==> config.mk <==
export PLATFORM = sky130hd
export DESIGN_NAME = dma_irq_agg
export DESIGN_NICKNAME = d
export VERILOG_FILES = /design/src/rtl/dma_irq_agg.sv
export SDC_FILE = /design/constraint.sdc
export NUM_CORES = 1
export LEC_CHECK = 0
export BUFFER_PORTS_ARGS = -buffer_cell sky130_fd_sc_hd__buf_2
export CAP_MARGIN = 15
export CORE_MARGIN = 2
export CORE_UTILIZATION = 48
export CTS_CLUSTER_SIZE = 40
export DETAILED_ROUTE_END_ITERATION = 6
export PLACE_DENSITY_LB_ADDON = 0.05
export SKIP_CTS_REPAIR_TIMING = 1
export SYNTH_ARGS = -nofsm -noshare
export SYNTH_HDL_FRONTEND = slang
export SYNTH_SLANG_ARGS = --single-unit
==> constraint.sdc <==
create_clock -name clk -period 4.7 [get_ports clk]
set_input_delay 0.235 -clock clk [delete_from_list [all_inputs] [get_ports clk]]
set_output_delay 0.235 -clock clk [all_outputs]
set_load 0.02 [all_outputs]
==> src/rtl/dma_irq_agg.sv <==
module dma_irq_agg #(
  parameter int NCH = 4,
  parameter int AW  = 6,
  parameter int DW  = 32
) (
  input  logic              clk,
  input  logic              rst_n,
  input  logic [NCH*5-1:0]  cause_i,
  input  logic [NCH-1:0]    busy_i,
  input  logic              bus_valid,
  input  logic              bus_write,
  input  logic [AW-1:0]     bus_addr,
  input  logic [DW-1:0]     bus_wdata,
  output logic [DW-1:0]     bus_rdata,
  output logic              irq_o
);
  localparam int NC       = 5;
  localparam int ADR_PEND = 0;
  localparam int ADR_GEN  = 1;
  localparam int ADR_IDLE = 2;
  localparam int ADR_CH0  = 4;

  logic [NCH*NC-1:0] stat_q, stat_n, mask_q, mask_n;
  logic [NCH-1:0]    pend_q, pend_n, gen_q, set_ev, clr_w1c;

  wire wr = bus_valid && bus_write;
  wire rd = bus_valid && !bus_write;

  assign clr_w1c = (wr && bus_addr == AW'(ADR_PEND)) ? bus_wdata[NCH-1:0] : '0;

  always_comb begin
    stat_n = stat_q;
    mask_n = mask_q;
    for (int c = 0; c < NCH; c++) begin
      if (wr && bus_addr == AW'(ADR_CH0 + 2*c))
        stat_n[c*NC +: NC] = stat_q[c*NC +: NC] & bus_wdata[NC-1:0];
      stat_n[c*NC +: NC] = stat_n[c*NC +: NC] | cause_i[c*NC +: NC];
      if (wr && bus_addr == AW'(ADR_CH0 + 2*c + 1))
        mask_n[c*NC +: NC] = bus_wdata[NC-1:0];
      set_ev[c] = |(stat_n[c*NC +: NC] & mask_n[c*NC +: NC]
                    & ~(stat_q[c*NC +: NC] & mask_q[c*NC +: NC]));
    end
    pend_n = (pend_q & ~clr_w1c) | set_ev;
  end

  always_ff @(posedge clk) begin
    if (!rst_n) begin
      stat_q <= '0;
      mask_q <= '0;
      pend_q <= '0;
      gen_q  <= '0;
    end else begin
      stat_q <= stat_n;
      mask_q <= mask_n;
      pend_q <= pend_n;
      if (wr && bus_addr == AW'(ADR_GEN)) gen_q <= bus_wdata[NCH-1:0];
    end
  end

  always_ff @(posedge clk) begin
    if (!rst_n) begin
      bus_rdata <= '0;
    end else begin
      bus_rdata <= '0;
      if (rd) begin
        if (bus_addr == AW'(ADR_PEND)) bus_rdata[NCH-1:0] <= pend_q;
        if (bus_addr == AW'(ADR_GEN))  bus_rdata[NCH-1:0] <= gen_q;
        if (bus_addr == AW'(ADR_IDLE)) bus_rdata[NCH-1:0] <= ~busy_i;
        for (int c = 0; c < NCH; c++) begin
          if (bus_addr == AW'(ADR_CH0 + 2*c))     bus_rdata[NC-1:0] <= stat_q[c*NC +: NC];
          if (bus_addr == AW'(ADR_CH0 + 2*c + 1)) bus_rdata[NC-1:0] <= mask_q[c*NC +: NC];
        end
      end
    end
  end

  assign irq_o = |(pend_q & gen_q);
endmodule


==> summary.md, run 1 <==
| Metric | Value |
|---|---|
| Clock network power share | 0.352 |
| Largest family of logic cells by synthesized area | simple AND/OR/NAND/NOR gates |
| CTS tree | done |
| Root buffer cell | clkbuf_8 |
| Violation count after the first detailed-route iteration | roughly 140 |
| Clk sinks | 53 |
| Total track usage | 0.245 |
| R2R depth | 5 |
| Post-Syn Area per Cell | ~8.7 µm² |
| Core Box Area | 0.00599 mm² |
| LEAKAGE | about 0.0013 µW |
| Top_reg_cell synth | dfxtp_1 |
| Max-cap viol count | 0 |
| Num CTS Buffers | 5 |
| Post-synthesis adder-cell area fraction | 0 |
| Fillers | around 600 |
| GRT overflow | 0 |
| Die height | between 80 and 90 µm |
| I/O pin count | just under 100 |
| #FFs+latches synth | between 50 and 60 |
| Fin crit share | 0.474 |
| Clk_lat worst skew | slightly above 0.3 ns |
| ANT cells | 0 |
| Final Max Slew Viols | 0 |
| Rows | 28 |
| Hold crit path type | input pin to flop |
| Sequential share of the synthesized area | 0.352 |
| First-pass GRT wire length | roughly 13 mm |
| Share of layout cells above drive strength 1 | 0.203 |
| Slew @ Worst Pin | approximately 0.88 ns |
| Outcome | finished, final reports clean |
| Int Pwr | about 680 µW |
| DRT antenna net count | 0 |
| Clock buffer depth | 2 |
| Post-route cell area | 0.00325 mm² |
| Via/cell ratio | around 5.9 |
| Flop pwr share | 0.511 |
| Yosys warns | 0 |
| Final Hold Vio Count | 0 |
| # setup viols final | 0 |
| Achievable clock frequency | 0.449 GHz |
| RSZ-0062 raised after global routing | no |
| P per Cell Area | 286 mW/mm² |
| Critical path endpoint category | flop |
| Fin cells | between 400 and 500 |
| Post-Synth Simple-Gate Area | 0.228 |
| Largest net degree at the start of global routing | 26 |
| Die area | 0.00692 mm² |
| Net Sw Frac | 0.267 |
| Drt first pass iters | 4 |
| Slew margin rel. | 0.406 |
| Final WS setup | about 2.5 ns |
| Multiplexer share of the synthesized area | 0.129 |
| Final #Nets | between 400 and 500 |
| Logic pwr share | 0.137 |
| Drc violations | 0 |
| Synth Area in XOR/XNOR | 0 |
| Number of global-route vias before repair | 2577 |
| Post-synth cell types | 53 |
| Gp weighted congestion | 0.801 |
| Hold path depth | 2 |
| Post-Syn Area | about 0.0030 mm² |
| Initial Util | 0.503 |
| Worst vdd ir | between 150 and 200 µV |
| Post-synth EDFFs | 0 |
| Pre-CTS WS | approximately 2.2 ns |
| Port Buffers | 44 |
| Number of placed instances, taps included | roughly 440 |
| Ys async rst share | 0 |
| CP Class | input pin to flop |
| # H-tree levels | 2 |
| Worst hold slack | 0.139 ns |
| Clock skew | 0.00612 ns |
| Synthesis-to-finish area growth | 7.94% |
| Placed cell area | 0.00313 mm² |
| Worst-path clk slew | about 0.1 ns |
| Gate Count Post-Synth | about 350 |
| Initial antenna violation count | 0 |
| Setup TNS Final | 0 ns |
| Die W | slightly above 80 µm |
| Compound-Gate Fraction of Synth Area | 0.188 |
| Total wire length | ~8.3 mm |
| Data required, critical path | a little under 5 ns |
| Fin crit period | approximately 2.2 ns |
| CP Max Fanout | 22 |
| HPWL Detailed | 5.96 mm |
| Critical path arrival | about 2.4 ns |
| DR vias | 2655 |
| WL/cell | 18.6 µm |
| NetSw | around 250 µW |
| Kind of start point of the critical path | input pin |
stage by stage:
stage | utilization | total power (µW)
floorplan | - | 584
global placement | 0.523 | 608
detailed placement | 0.523 | 609
CTS | 0.542 | 931
global route | 0.542 | 961
finish | 0.542 | 928
path summary, 6_finish.rpt:
check / start / end / slack (ns)
max reg2reg: stat_q[0]$_SDFF_PN0_ / pend_q[0]$_SDFF_PN0_ / 3.15
min: cause_i[8] / stat_q[8]$_SDFF_PN0_ / 0.14
min reg2reg: mask_q[13]$_SDFF_PN0_ / mask_q[13]$_SDFF_PN0_ / 0.53
max: bus_addr[0] / pend_q[3]$_SDFF_PN0_ / 2.47
cells in the final DEF, fill, tap and decap left out, types with 2 or more instances in the layout:
cell type | synthesis | routed
mux4_2 | 5 | 5
mux2_2 | 13 | 13
conb_1 | 1 | 27
a21oi_1 | 16 | 16
nand2_1 | 20 | 20
dfxtp_1 | 53 | 53
a32oi_1 | 3 | 3
o41ai_1 | 5 | 5
or2_2 | 4 | 4
a21boi_0 | 3 | 3
or4_1 | 3 | 3
and2_1 | 20 | 20
a31oi_1 | 5 | 5
nand2b_1 | 5 | 5
nand4_1 | 2 | 2
mux2i_1 | 13 | 13
nor3_1 | 20 | 20
nor2_1 | 37 | 37
o21a_1 | 2 | 2
or3_1 | 3 | 3
o22ai_1 | 10 | 10
o32a_1 | 2 | 2
nand3_1 | 2 | 2
a2111oi_0 | 2 | 2
a41oi_1 | 4 | 4
a2bb2oi_1 | 2 | 2
buf_2 | 3 | 44
or4b_1 | 2 | 2
nor4_1 | 2 | 2
a211o_1 | 2 | 2
o211ai_1 | 5 | 5
a22oi_1 | 3 | 3
a211oi_1 | 2 | 2
clkbuf_8 | 0 | 6
o21ai_0 | 3 | 3
or4bb_1 | 2 | 2
o211a_1 | 5 | 5
power by group through the flow:
stage               combinational [µW]  clock, µW  sequential (µW)
global placement                   125          0              483
detailed placement                 125          0              484
CTS                                126        331              474
finish                             127        327              474
global route                       137        347              476
floorplan                          104          0              481
state kept, by name, indices dropped and copies added (netlist names):
signal	count
gen_q	4
stat_q	20
mask_q	20
bus_rdata	5
pend_q	4
worst max-delay path, cell delays in order:
cell and delay, ns:
buf_2 0.47, nand4_1 0.52, nor2_2 0.45, mux2_2 0.39, a32oi_1 0.19, a41oi_1 0.14
final cells by class:
cell class / count / area (µm²) / share of cell area
Clock buffer: 7 / 86.3 / 0.0266
Sequential cell: 53 / 1060 / 0.327
Timing Repair Buffer: 45 / 228 / 0.0701
Inverter: 2 / 7.51 / 0.00231
Multi-Input combinational cell: 266 / 1740 / 0.536
Tap cell: 75 / 93.8 / 0.0289
Clock inverter: 1 / 30.0 / 0.00924
logic make-up (layout without fill, tap and decap cells):
logic type / after synthesis / in the layout
compound gates: 78 / 78
flops: 53 / 53
simple gates: 130 / 130
mux: 31 / 31
other cells: 1 / 27
buf+inv: 52 / 55
Yosys cell counts, drive strengths merged, types with 3 or more instances:
cell     n  area share
dfxtp   53        0.35
nor2    38       0.048
buf     33       0.077
and2    20       0.042
nand2   20       0.025
nor3    20       0.033
clkbuf  17       0.021
a21oi   16       0.027
mux2    13       0.049
mux2i   13       0.043
o22ai   10       0.021
a31oi    5       0.010
mux4     5       0.037
nand2b   5       0.010
o211a    5       0.017
o211ai   5       0.012
o41ai    5       0.015
a41oi    4       0.012
or2      4      0.0083
a21boi   3      0.0075
a22oi    3      0.0075
a32oi    3      0.0087
o21ai    3      0.0050
or3      3      0.0062
or4      3      0.0075
per-layer routing:
layer	global-route usage	wire length, µm	vias to the layer above
li1	-	-	1278
met1	0.306	3550	1269
met2	0.415	4170	93
met3	0.0507	488	15
met4	0.0939	138	0
met5	0	0	-
Power figures use the tool's default switching activity.
==> run 2, diff against run 1 <==
==> constraint.sdc (replaced) <==
create_clock -name clk -period 2.2 [get_ports clk]
set_input_delay 0.11 -clock clk [delete_from_list [all_inputs] [get_ports clk]]
set_output_delay 0.11 -clock clk [all_outputs]
set_load 0.02 [all_outputs]
==> run 2 against run 1 <==
Against the previous run:
- critical path depth up 1
- first-iteration DRC count up 32%
- sequential share of layout area down 0.95 points
- critical endpoint is now pend_q[1]$_SDFF_PN0_
- highest routed layer unchanged
==> summary.md, run 2 (synthesized netlist as in run 1, its figures left out) <==
| Metric | Value |
|---|---|
| Register area | 0.00106 mm² (unchanged) |
| P per Cell Area | 555 mW/mm² (+94%) |
| Data required, critical path | 2.37 ns (-2.50 ns) |
| Violation count after the first detailed-route iteration | 180 (+32%) |
| Setup TNS Final | 0 ns (unchanged) |
| CP Class | input pin to flop |
| Final Hold Vio Count | 0 (unchanged) |
| Slew @ Worst Pin | 0.680 ns (-0.203 ns) |
| Root buffer cell | clkbuf_8 |
| Worst-path clk slew | 0.09 ns (about the same) |
| LEAKAGE | 0.00137 µW (+5.1%) |
| Initial Util | 0.503 (unchanged) |
| Fin crit share | 0.800 |
| First-pass GRT wire length | 13.5 mm (+0.87%) |
| HPWL Detailed | 6.26 mm (+4.9%) |
| # H-tree levels | 2 (unchanged) |
| Pwr Total | 1860 µW (+100%) |
| Worst-path cell chain | buf_2 > or4b_1 > buf_4 > or4_1 > a21oi_1 > a211o_1 > a41oi_1 |
| Core Box Area | 0.00599 mm² (unchanged) |
| Port Buffers | 44 (unchanged) |
| Commonest non-fill, non-tap cell in the layout | dfxtp_1 |
| Drt first pass iters | 4 (unchanged) |
| Area occupied by multi-input gates | 0.00174 mm² (unchanged) |
| CP delay by family, top | simple AND/OR/NAND/NOR gates |
| DR vias | 2694 (+1.5%) |
| Die W | 83.2 µm (unchanged) |
| Max-cap viol count | 0 (unchanged) |
| I/O pin count | 99 (unchanged) |
| Die area | 0.00692 mm² (unchanged) |
| Clk_lat worst skew | 0.30 ns (about the same) |
| Fin cells | 465 (+3.6%) |
| WL/cell | 17.9 µm (-3.9%) |
| Slowest Stage Delay on Critical Path | 0.52 ns (about the same) |
| Hold crit path type | input pin to flop |
| Fin crit period | ~1.8 ns |
| GRT overflow | 0 (unchanged) |
| Synthesis-to-finish area growth | 11.2% |
| Achievable clock frequency | roughly 0.57 GHz |
| Gp weighted congestion | 0.842 (+5.1%) |
| Clock buffer depth | 2 (unchanged) |
| Fillers | 604 (+2.4%) |
| Number of placed instances, taps included | 458 (+3.9%) |
| Via/cell ratio | 5.79 (-2.0%) |
| ANT cells | 0 (unchanged) |
| Die height | 83.2 µm (unchanged) |
| Final #Nets | 456 (+3.9%) |
| # setup viols final | 0 (unchanged) |
| Clock skew | 0.00575 ns (-0.000376 ns) |
| Registers with the most flip-flops | mask_q x20, stat_q x20, bus_rdata x5 |
| Commonest non-fill, non-tap cells in the layout | 53 x dfxtp_1, 44 x buf_2, 37 x nor2_1 |
| Final Max Slew Viols | 0 (unchanged) |
| Critical path arrival | 1.94 ns (-0.45 ns) |
| Number of global-route vias before repair | 2634 (+2.2%) |
| Share of layout cells above drive strength 1 | 0.236 (+0.0327) |
| Outcome | finished, final reports clean |
| CTS tree | done |
| WP buf/inv | 2 (+1) |
| Rows | 28 (unchanged) |
| Drc violations | 0 (unchanged) |
| Total track usage | 0.244 (-0.000618) |
| Worst vdd ir | 394 µV (+120%) |
| Crit path max-delay cell type | or4b_1 |
| Initial antenna violation count | 0 (unchanged) |
| Largest net degree at the start of global routing | 16 (-38%) |
| Slew margin rel. | 0.535 (+0.129) |
| Clk sinks | 53 (unchanged) |
| Critical path endpoint category | flop |
| RSZ-0062 raised after global routing | no |
| CP Max Fanout | 14 (-36%) |
| DRT antenna net count | 0 (unchanged) |
| Total wire length | 8.31 mm (-0.43%) |
| Kind of start point of the critical path | input pin |
| Num CTS Buffers | 5 (unchanged) |
## run 2: path summary, 6_finish.rpt
| path | from | endpoint | slack, ns | depth (start not counted) |
|---|---|---|---|---|
| setup / recovery | bus_addr[3] | pend_q[1]$_SDFF_PN0_ | 0.44 | 7 |
| hold / removal | cause_i[18] | stat_q[18]$_SDFF_PN0_ | 0.03 | 2 |
| setup reg to reg | stat_q[0]$_SDFF_PN0_ | pend_q[0]$_SDFF_PN0_ | 0.66 | 5 |
| hold reg to reg | mask_q[13]$_SDFF_PN0_ | mask_q[13]$_SDFF_PN0_ | 0.53 | 2 |
## run 2: cell type report
| type | count | area share |
|---|---|---|
| Timing Repair Buffer | 62 | 0.106 |
| Multi-Input combinational cell | 266 | 0.521 |
| Inverter | 2 | 0.00224 |
| Sequential cell | 53 | 0.317 |
| Clock buffer | 7 | 0.0258 |
| Tap cell | 75 | 0.0280 |
## run 2: layer usage
metal  GRT usage  up-vias  routed length (µm)
li1            -     1316                   -
met1       0.319     1282                3620
met2       0.424       86                4210
met3      0.0358       10                 400
met4      0.0611        0                  79
met5           0        -                   0
## run 2: stage by stage
step / hold slack, ns / setup WS, ns / util / area [µm²]
after global routing: 0.0186 / 0.371 / 0.559 / 3350
after global placement: 0.334 / 0.136 / 0.544 / 3260
after detailed placement: 0.338 / 0.147 / 0.544 / 3260
final: 0.0279 / 0.439 / 0.559 / 3350
after CTS: 0.0214 / 0.451 / 0.559 / 3350
after floorplan: 0.231 / 0.383 / - / 3110
## run 2: worst reg2reg max path, cell delays in order, from the launching register on
cell and delay [ns]:
dfxtp_1 0.36, or2_2 0.12, o41ai_1 0.07, a2111oi_0 0.55, a31oi_1 0.11, a41oi_1 0.24
## run 2: power breakdown
group	total, µW	switching [µW]	internal (µW)
registers	1010	23.3	989
logic	285	179	105
clock network	559	308	251
total	1860	511	1340
==> run 3, diff against run 2 <==
--- a/config.mk
+++ b/config.mk
@@ -5,6 +5,7 @@
 export SDC_FILE = /design/constraint.sdc
 export NUM_CORES = 1
 export LEC_CHECK = 0
+export ABC_AREA = 1
 export BUFFER_PORTS_ARGS = -buffer_cell sky130_fd_sc_hd__buf_2
 export CAP_MARGIN = 15
 export CORE_MARGIN = 2
==> constraint.sdc (replaced) <==
create_clock -name clk -period 1.8 [get_ports clk]
set_input_delay 0.09 -clock clk [delete_from_list [all_inputs] [get_ports clk]]
set_output_delay 0.09 -clock clk [all_outputs]
set_load 0.02 [all_outputs]
==> run 3 against run 2 <==
Against the previous run:
- cell count is 48% higher
- critical path depth increased by 5
- synthesized area increased by 11%
- worst setup slack got worse by 0.034 ns
- count of clock-buffer cells in the layout unchanged
- synthesized cell count grew 56%
- critical endpoint is now pend_q[0]$_SDFF_PN0_
- largest power group unchanged
==> summary.md, run 3 <==
| Metric | Value |
|---|---|
| Crit path max-delay cell type | nor3_1 |
| Data required, critical path | 1.98 ns (-0.39 ns) |
| Slowest Stage Delay on Critical Path | 0.27 ns (-0.25 ns) |
| LEAKAGE | 0.00212 µW (+55%) |
| Drc violations | 0 (unchanged) |
| CTS tree | done |
| Final Hold Vio Count | 0 (unchanged) |
| Top post-synthesis cells by count | 174 x nand2_1, 78 x inv_1, 59 x nor2_1, 53 x dfxtp_1, 32 x a21oi_1 |
| Clock skew | 0.00309 ns (-0.00266 ns) |
| DR vias | 3284 (+22%) |
| WL/cell | 12.6 µm (-30%) |
| WP buf/inv | 3 (+1) |
| ANT cells | 0 (unchanged) |
| CP delay by family, top | simple AND/OR/NAND/NOR gates |
| Clk_lat worst skew | 0.30 ns (about the same) |
| Logic pwr share | 0.135 (-0.018) |
| Critical path endpoint category | flop |
| Die area | 0.00767 mm² (+11%) |
| Int Pwr | 1760 µW (+31%) |
| Initial Util | 0.494 (-0.00877) |
| Top_reg_cell synth | dfxtp_1 |
| Number of global-route vias before repair | 2831 (+7.5%) |
| Max-cap viol count | 0 (unchanged) |
| End of the worst register-to-register path | bus_rdata[3]$_SDFF_PN0_ |
| Fillers | 715 (+18%) |
| Final Max Slew Viols | 0 (unchanged) |
| Hold path depth | 3 (+1) |
| Root buffer cell | clkbuf_8 |
| Fin cells | 689 (+48%) |
| Clk sinks | 53 (unchanged) |
| # H-tree levels | 2 (unchanged) |
| Num CTS Buffers | 5 (unchanged) |
| Gp weighted congestion | 0.904 (+7.3%) |
| Commonest non-fill, non-tap cell in the layout | nand2_1 |
| Final #Nets | 658 (+44%) |
| Violation count after the first detailed-route iteration | 201 (+12%) |
| I/O pin count | 99 (unchanged) |
| Core Box Area | 0.00679 mm² (+13%) |
| Largest net degree at the start of global routing | 45 (+29) |
| CP most frequent cell | nand2_1 |
| Post-synth EDFFs | 0 (unchanged) |
| Initial antenna violation count | 0 (unchanged) |
| Critical path arrival | 1.58 ns (-0.36 ns) |
| Achievable clock frequency | around 0.72 GHz |
| Worst reg2reg setup slack | 0.59 ns (-0.07 ns) |
| Hold crit path type | input pin to flop |
| Hold wc startpoint | cause_i[8] |
| Flop pwr share | 0.513 (-0.032) |
| Share of layout cells above drive strength 1 | 0.155 (-0.0808) |
| Clock network power share | 0.352 (+0.051) |
| Post-Syn Area | 0.00335 mm² (+11%) |
| Via/cell ratio | 4.77 (-18%) |
| NetSw | 671 µW (+31%) |
| Drt first pass iters | 5 (+1) |
| Worst-path clk slew | 0.10 ns (about the same) |
| Slew margin rel. | 0.660 (+0.125) |
| Post-synth cell types | 29 (-45%) |
| Area leader, netlist | dfxtp_1 |
| WHS Endpoint | stat_q[8]$_SDFF_PN0_ |
| Total wire length | 8.67 mm (+4.3%) |
| Slew @ Worst Pin | 0.510 ns (-0.170 ns) |
| Number of placed instances, taps included | 681 (+49%) |
| Count leader, synth | nand2_1 |
| Post-Syn Area per Cell | 6.22 µm² (-29%) |
| Port Buffers | 44 (unchanged) |
| Outcome | finished, final reports clean |
| Gate Count Post-Synth | 539 (+56%) |
| HPWL Detailed | 6.51 mm (+4.0%) |
| R2R Path Start | stat_q[8]$_SDFF_PN0_ |
| RSZ-0062 raised after global routing | no |
| Worst-path cell chain | buf_2 > nor2_2 > inv_2 > nor3_1 > buf_4 > nand2_1 > nand2_1 > nand2_1 > nand2_1 > nand2_1 > nor2_1 > a21oi_2 |
| First-pass GRT wire length | 13.8 mm (+2.2%) |
| Yosys warns | 0 (unchanged) |
| Largest cells by area after synthesis | dfxtp_1 32%, nand2_1 19%, inv_1 8.7% |
| Sequential share of the synthesized area | 0.316 (-0.0362) |
| Fin crit period | about 1.4 ns |
| Clock buffer depth | 2 (unchanged) |
| R2R depth | 6 (+1) |
| Total track usage | 0.235 (-0.00959) |
| Synthesis-to-finish area growth | 11.8% |
| CP Class | input pin to flop |
| Die height | 87.6 µm (+5.3%) |
| Fin crit share | 0.775 |
| # setup viols final | 0 (unchanged) |
| Setup TNS Final | 0 ns (unchanged) |
| DRT antenna net count | 0 (unchanged) |
| Top-area cell type share of the netlist area | 0.316 (-0.0362) |
| Kind of start point of the critical path | input pin |
| Die W | 87.6 µm (+5.3%) |
| P per Cell Area | 647 mW/mm² (+17%) |
| Net Sw Frac | 0.276 (+0.000842) |
| Registers with the most flip-flops | mask_q x20, stat_q x20, bus_rdata x5 |
| Commonest non-fill, non-tap cells in the layout | 174 x nand2_1, 78 x inv_1, 59 x nor2_1 |
| Ys async rst share | 0 (unchanged) |
| Rows | 30 (+7.1%) |
| #FFs+latches synth | 53 (unchanged) |
| CP Max Fanout | 8 (-6) |
| GRT overflow | 0 (unchanged) |
| Worst vdd ir | 360 µV (-8.5%) |
[run 3: final cells by class]
| type | instances | area (µm²) | area share |
|---|---|---|---|
| timing repair buffer | 56 | 310 | 0.0827 |
| tap | 96 | 120 | 0.0320 |
| inverter | 85 | 322 | 0.0857 |
| multi-input combinational | 391 | 1820 | 0.486 |
| sequential | 53 | 1060 | 0.283 |
| clock inverter | 1 | 30.0 | 0.00801 |
| clock buffer | 7 | 86.3 | 0.0230 |
[run 3: logic make-up after synthesis]
| kind of cell | synth area share |
|---|---|
| buffers and inverters | 0.170 |
| other | 0.00112 |
| DFF | 0.316 |
| and+or+nand+nor | 0.411 |
| AOI/OAI and AO/OA | 0.102 |
[run 3: per-stage QoR]
step	util	instance area, µm²	power (µW)	setup slack (ns)	hold slack (ns)
after CTS	0.552	3750	2450	0.453	0.0238
after floorplan	-	3450	1520	0.475	0.228
after detailed placement	0.535	3630	1590	0.121	0.356
after global routing	0.552	3750	2540	0.201	0.0370
final	0.552	3750	2430	0.405	0.0279
after global placement	0.535	3630	1590	0.0944	0.350
[run 3: routing by layer]
layer  vias to the layer above  global-route usage  wire length [µm]
met5                         -                   0                 0
met3                         6              0.0311               462
li1                       1726                   -                 -
met4                         0              0.0531                92
met1                      1444               0.350              4230
met2                       108               0.362              3890
[run 3: tightest hold or removal path, stage by stage]
cell     delay [ns]
buf_2          0.09
inv_1          0.05
a21oi_1        0.06
[run 3: worst max path at each step]
stage                start              endpoint  slack [ns]  cells after the start
6_report       bus_addr[1]  pend_q[0]$_SDFF_PN0_        0.40                     12
5_1_grt        bus_addr[1]  pend_q[0]$_SDFF_PN0_        0.20                     12
4_1_cts        bus_addr[1]  pend_q[0]$_SDFF_PN0_        0.45                     12
3_5_place_dp   bus_addr[1]  pend_q[2]$_SDFF_PN0_        0.12                     11
3_3_place_gp   bus_addr[1]  pend_q[0]$_SDFF_PN0_        0.09                     12
2_1_floorplan  bus_addr[1]  pend_q[0]$_SDFF_PN0_        0.48                     11
[run 3: power by group through the flow]
| stage | combinational, µW | sequential (µW) | clock [µW] |
|---|---|---|---|
| 3_5_place_dp | 324 | 1270 | 0 |
| 6_report | 327 | 1250 | 856 |
| 4_1_cts | 326 | 1240 | 877 |
| 3_3_place_gp | 320 | 1270 | 0 |
| 5_1_grt | 365 | 1250 | 922 |
| 2_1_floorplan | 263 | 1260 | 0 |
